`config.mk`:
```
export PLATFORM = sky130hd
export DESIGN_NAME = shadow_dasp_ctrl
export DESIGN_NICKNAME = d
export VERILOG_FILES = /design/src/rtl/shadow_dasp_pkg.sv /design/src/rtl/shadow_dasp_sync.sv /design/src/rtl/shadow_dasp_regs.sv /design/src/rtl/shadow_dasp_phase.sv /design/src/rtl/shadow_dasp_ctrl.sv
export SDC_FILE = /design/constraint.sdc
export NUM_CORES = 1
export LEC_CHECK = 0
export CORE_AREA = 5 5 46 48
export CTS_CLUSTER_DIAMETER = 50
export DETAILED_ROUTE_END_ITERATION = 8
export DIE_AREA = 0 0 51 53
export GPL_ROUTABILITY_DRIVEN = 1
export GPL_TIMING_DRIVEN = 0
export SLEW_MARGIN = 10
export SYNTH_ARGS = -nofsm -noshare
export SYNTH_HDL_FRONTEND = slang
export SYNTH_SLANG_ARGS = --single-unit
export TNS_END_PERCENT = 10
```
`constraint.sdc`:
```
create_clock -name clk -period 0.9 [get_ports clk]
set_input_delay 0.18 -clock clk [delete_from_list [all_inputs] [get_ports clk]]
set_output_delay 0.18 -clock clk [all_outputs]
set_load 0.01 [all_outputs]
```
`src/rtl/shadow_dasp_pkg.sv`:
```
package shadow_dasp_pkg;
    localparam int DATA_W   = 8;
    localparam int BIT_SHD  = 6;
    localparam int BIT_CMT  = 5;
    localparam int BIT_HOLD = 2;
    localparam int BIT_POST = 1;
    localparam int BIT_SOFT = 0;

    typedef struct packed {
        logic shadow;
        logic commit;
        logic sel_hold;
        logic sel_post;
        logic sel_soft;
    } ctl_t;

    typedef struct packed {
        logic hrst_prev;
        logic srst_prev;
        logic post_host;
        logic post_soft;
    } phase_t;
endpackage

```
`src/rtl/shadow_dasp_sync.sv`:
```
module shadow_dasp_sync #(
    parameter int STAGES = 2
) (
    input  logic clk,
    input  logic rst_n,
    input  logic din,
    output logic dout
);
    logic [STAGES-1:0] chain_d, chain_q;

    generate
        if (STAGES == 1) begin : g_one
            always_comb chain_d = din;
        end else begin : g_many
            always_comb chain_d = {chain_q[STAGES-2:0], din};
        end
    endgenerate

    always_ff @(posedge clk or negedge rst_n) begin
        if (!rst_n) chain_q <= '0;
        else        chain_q <= chain_d;
    end

    assign dout = chain_q[STAGES-1];
endmodule

```
`src/rtl/shadow_dasp_regs.sv`:
```
module shadow_dasp_regs
    import shadow_dasp_pkg::*;
(
    input  logic              clk,
    input  logic              rst_n,
    input  logic              host_rst,
    input  logic              master_cfg,
    input  logic              pin_s,
    input  logic              wr_en,
    input  logic [DATA_W-1:0] wr_data,
    output ctl_t              ctl_o
);
    ctl_t c_d, c_q;
    logic unused_rsvd;

    assign unused_rsvd = ^{wr_data[7], wr_data[4], wr_data[3]};

    always_comb begin
        c_d = c_q;
        if (wr_en) begin
            c_d.commit   = wr_data[BIT_CMT];
            c_d.sel_hold = wr_data[BIT_HOLD];
            c_d.sel_post = wr_data[BIT_POST];
            c_d.sel_soft = wr_data[BIT_SOFT];
        end
        if (host_rst) begin
            c_d.commit   = 1'b0;
            c_d.sel_soft = 1'b0;
        end
        if (master_cfg && !c_q.commit)
            c_d.shadow = pin_s;
        else if (wr_en)
            c_d.shadow = wr_data[BIT_SHD];
    end

    always_ff @(posedge clk or negedge rst_n) begin
        if (!rst_n) c_q <= '0;
        else        c_q <= c_d;
    end

    assign ctl_o = c_q;
endmodule

```
`src/rtl/shadow_dasp_phase.sv`:
```
module shadow_dasp_phase
    import shadow_dasp_pkg::*;
(
    input  logic clk,
    input  logic rst_n,
    input  logic host_rst,
    input  logic soft_rst,
    input  logic sel_hold,
    input  logic sel_post,
    input  logic sel_soft,
    output logic drv_en
);
    phase_t p_d, p_q;
    logic h_rise, h_fall, s_rise, s_fall;

    always_comb begin
        h_rise = host_rst  & ~p_q.hrst_prev;
        h_fall = ~host_rst &  p_q.hrst_prev;
        s_rise = soft_rst  & ~p_q.srst_prev;
        s_fall = ~soft_rst &  p_q.srst_prev;

        p_d           = p_q;
        p_d.hrst_prev = host_rst;
        p_d.srst_prev = soft_rst;

        if (h_fall && sel_post)
            p_d.post_host = 1'b1;
        else if (h_rise || s_rise || !sel_post)
            p_d.post_host = 1'b0;

        if (s_fall && sel_soft && !host_rst)
            p_d.post_soft = 1'b1;
        else if (h_rise || s_rise || host_rst || !sel_soft)
            p_d.post_soft = 1'b0;
    end

    always_ff @(posedge clk or negedge rst_n) begin
        if (!rst_n) p_q <= '0;
        else        p_q <= p_d;
    end

    assign drv_en = (host_rst & sel_hold) | p_q.post_host | p_q.post_soft;
endmodule

```
`src/rtl/shadow_dasp_ctrl.sv`:
```
module shadow_dasp_ctrl
    import shadow_dasp_pkg::*;
#(
    parameter int SYNC_STAGES = 2
) (
    input  logic              clk,
    input  logic              rst_n,
    input  logic              host_rst,
    input  logic              soft_rst,
    input  logic              master_cfg,
    input  logic              dasp_pin,
    input  logic              wr_en,
    input  logic [DATA_W-1:0] wr_data,
    output logic [DATA_W-1:0] rd_data,
    output logic              shadow_en,
    output logic              dasp_drv_en
);
    logic pin_s;
    ctl_t ctl;

    shadow_dasp_sync #(.STAGES(SYNC_STAGES)) sync_i (
        .clk  (clk),
        .rst_n(rst_n),
        .din  (dasp_pin),
        .dout (pin_s)
    );

    shadow_dasp_regs regs_i (
        .clk       (clk),
        .rst_n     (rst_n),
        .host_rst  (host_rst),
        .master_cfg(master_cfg),
        .pin_s     (pin_s),
        .wr_en     (wr_en),
        .wr_data   (wr_data),
        .ctl_o     (ctl)
    );

    shadow_dasp_phase phase_i (
        .clk     (clk),
        .rst_n   (rst_n),
        .host_rst(host_rst),
        .soft_rst(soft_rst),
        .sel_hold(ctl.sel_hold),
        .sel_post(ctl.sel_post),
        .sel_soft(ctl.sel_soft),
        .drv_en  (dasp_drv_en)
    );

    always_comb begin
        rd_data           = '0;
        rd_data[BIT_SHD]  = ctl.shadow;
        rd_data[BIT_CMT]  = ctl.commit;
        rd_data[BIT_HOLD] = ctl.sel_hold;
        rd_data[BIT_POST] = ctl.sel_post;
        rd_data[BIT_SOFT] = ctl.sel_soft;
    end

    assign shadow_en = ctl.shadow;
endmodule

```
==> flow_metrics.env <==
export IMPL_status="finished, violations left"
export IMPL_violations="setup timing"
export IMPL_drtIter0Drc=6
export IMPL_grt_total_usage=0.0771
export IMPL_drt_total_wl_um=909
export IMPL_synth_mux_area_frac=0.110
export IMPL_period_share=1.37
export IMPL_grt_pass1_wl_mm=1.42
export IMPL_cts_buffer_depth=2
export IMPL_coreArea_um2=1670
export IMPL_htree_levels=1
export IMPL_dr_total_vias=365
export IMPL_cap_violations=0
export IMPL_cp_slowest_stage_delay_ns=0.38
export IMPL_clkTransAtPathRegs_ns=0.07
export IMPL_syn_area_um2=477
export IMPL_grt_max_degree=12
export IMPL_worstPathArrival_ns=1.05
export IMPL_fin_cells=82
export IMPL_cts_sinks=11
export IMPL_synth_warnings=0
export IMPL_drcViolationCount=0
export IMPL_timing_fmax_mhz=811
export IMPL_route_detailed_wl_per_inst_um=11.1
export IMPL_start_util=0.285
export IMPL_synth_xor_area_frac=0
export IMPL_numPortBuffers=17
export IMPL_finalSetupViolCount=7
export IMPL_end_kind="primary output"
export IMPL_rsz0062_at_grt="true"
export IMPL_antenna_left=0
export IMPL_grt_pass1_vias=324
export IMPL_synth_adder_area_share=0
export IMPL_root_buffer="clkbuf_4"
export IMPL_synth_top_family_by_area="buffers and inverters"
export IMPL_rows=15
export IMPL_dp_cells=75
export IMPL_ir_worst_vdd_v=0.000813
export IMPL_antenna_found_initial=0
export IMPL_fp_dieH_um=53
export IMPL_dp_slack_ns=-0.760
export IMPL_clock_skew_ns=0.00244
export IMPL_cts_tree="done"
export IMPL_synthesis_instances=39
export IMPL_met2_length_um=442
export IMPL_ys_seq_area_frac=0.577
export IMPL_hold_class="input pin to flip-flop"
export IMPL_yosys_register_bits=11
export IMPL_wl_met3_um=76
export IMPL_finalCriticalPeriod_ns=1.23
export IMPL_critPathLaunchType="flip-flop"
export IMPL_final_nets=81
export IMPL_p_per_area_nw_per_um2=1550
export IMPL_cp_required_ns=0.72
export IMPL_synth_cell_type_count=18
export IMPL_highest_layer="met4"
export IMPL_n_fill_cell=173
export IMPL_critPathMaxFanout=2
export IMPL_postLayoutCellArea_um2=722
export IMPL_hold_buffers=0
export IMPL_syn_to_final_growth_pct=51.4
export IMPL_slew_violations=0
export IMPL_die_x_um=51
export IMPL_vias_per_cell=4.45
export IMPL_placed_cell_area_um2=676
export IMPL_wl_met1_um=342
export IMPL_diodes=0
export IMPL_cts_buffers=3
export IMPL_synth_simple_gate_area_frac=0.0761
export IMPL_grt_ovfl_total=0
export IMPL_finalHoldViolations=0
export IMPL_dieArea_um2=2700
export IMPL_cp_top_family="flip-flops"
export IMPL_clock_latency_ns=0.27
export IMPL_worst_setup_path_type="flip-flop to primary output"
export IMPL_power_leakage_uw=0.000362
export IMPL_ios=25
export IMPL_drtPass1Iterations=2
export IMPL_setup_ws_ns=-0.333
export IMPL_slowest_stage="dfrtp_1"
export IMPL_place_gp_congestion=0.641
export IMPL_synth_compound_area_frac=0.0787
export IMPL_layout_drive_gt1_share=0.385
export IMPL_syn_avg_cell_area_um2=12.2
export IMPL_path_cells="a211o_1, buf_2"
export IMPL_crit_buf_inv=1
==> cells in the final DEF, fill, tap and decap left out <==
master           Yosys  final
dfrtp_1             11     11
clkdlybuf4s50_1      0      9
buf_6                1      7
buf_4                7      7
buf_2                0      4
mux2i_1              3      3
conb_1               1      3
clkbuf_4             0      3
nor2_1               2      2
mux2_2               2      2
inv_1                2      2
a211o_1              1      1
o21ai_1              1      1
o31a_2               1      1
nand2b_1             1      1
nor2b_1              1      1
a21oi_2              0      1
nor3b_1              1      1
o2111ai_1            1      1
nand3_1              1      1
nand2_1              1      1
clkbuf_1             0      1
dlygate4sd2_1        0      1
==> worst reg2reg max path, cell delays in order (launching register included) <==
cell,delay [ns]
dfrtp_1,0.40
buf_6,0.13
mux2_2,0.25
==> cells in the mapped netlist <==
master     number  share of area
o31a_2          1          0.021
a21oi_1         1          0.010
nor3b_1         1          0.016
mux2i_1         3          0.063
dfrtp_1        11           0.58
nand2b_1        1          0.013
o2111ai_1       1          0.018
inv_1           2          0.016
a211o_1         1          0.018
nor2_1          2          0.016
nand3_1         1          0.010
buf_6           1          0.024
nor2b_1         1          0.013
o21ai_1         1          0.010
mux2_2          2          0.047
nand2_1         1         0.0079
buf_4           7           0.11
conb_1          1         0.0079
==> kinds of logic (layout without fill, tap and decap cells) <==
family	after synthesis	count (layout)
buffers and inverters	10	34
DFF	11	11
other	1	3
muxes	5	5
and+or+nand+nor	7	7
AOI/OAI and AO/OA	5	5
==> metrics by stage <==
stage | TNS, ns | hold WS [ns] | total power [µW] | util
floorplan | 0 | -0.116 | 662 | -
global placement | -3.09 | 0.335 | 788 | 0.404
detailed placement | -3.22 | 0.343 | 793 | 0.404
CTS | -1.44 | 0.184 | 1140 | 0.423
global route | -1.65 | 0.179 | 1180 | 0.432
finish | -1.35 | 0.185 | 1120 | 0.432
==> where the power goes <==
group | switching, µW | total (µW) | internal [µW] | leakage [µW]
clock network | 162 | 333 | 172 | 0.0000150
logic | 85.7 | 239 | 153 | 0.000212
registers | 20.6 | 548 | 527 | 0.000135
==> worst paths after layout <==
check	slack [ns]	from	endpoint	cells past startpoint
min	0.19	wr_en	regs_i.ctl_o[2]	2
min reg2reg	0.35	sync_i.chain_q[0]	sync_i.chain_q[1]	0
max in group asynchronous	0.34	rst_n	regs_i.ctl_o[4]	1
min in group asynchronous	0.23	rst_n	phase_i.p_q[0]	1
max reg2reg	0.02	regs_i.ctl_o[1]	regs_i.ctl_o[1]	2
max	-0.33	phase_i.p_q[0]	dasp_drv_en	2
==> layer usage <==
| layer | vias to the layer above | GRT usage |
|---|---|---|
| li1 | 176 | - |
| met1 | 172 | 0.0835 |
| met2 | 13 | 0.112 |
| met3 | 4 | 0.0197 |
| met4 | 0 | 0.0942 |
| met5 | - | 0 |
==> final cells by class <==
class,instances,area (µm²),area share
sequential,11,275,0.381
clock buffer,4,26.3,0.0364
buffer,8,71.3,0.0988
timing repair buffer,20,179,0.248
tap,17,21.3,0.0295
multi-input combinational,20,141,0.196
inverter,2,7.51,0.0104
==> sequential cells by signal, indices dropped and copies added, names as in the netlist <==
signal,count
regs_i.ctl_o,5
phase_i.p_q,4
sync_i.chain_q,2
==> timing repair <==
| action | 4_1_cts | 5_1_grt |
|---|---|---|
| buffers inserted | 2 | 1 |
| pin swaps | 1 | 1 |
| setup endpoints to repair | 8 | 10 |
| resized for setup | 30 | 2 |
Power figures use the tool's default switching activity.
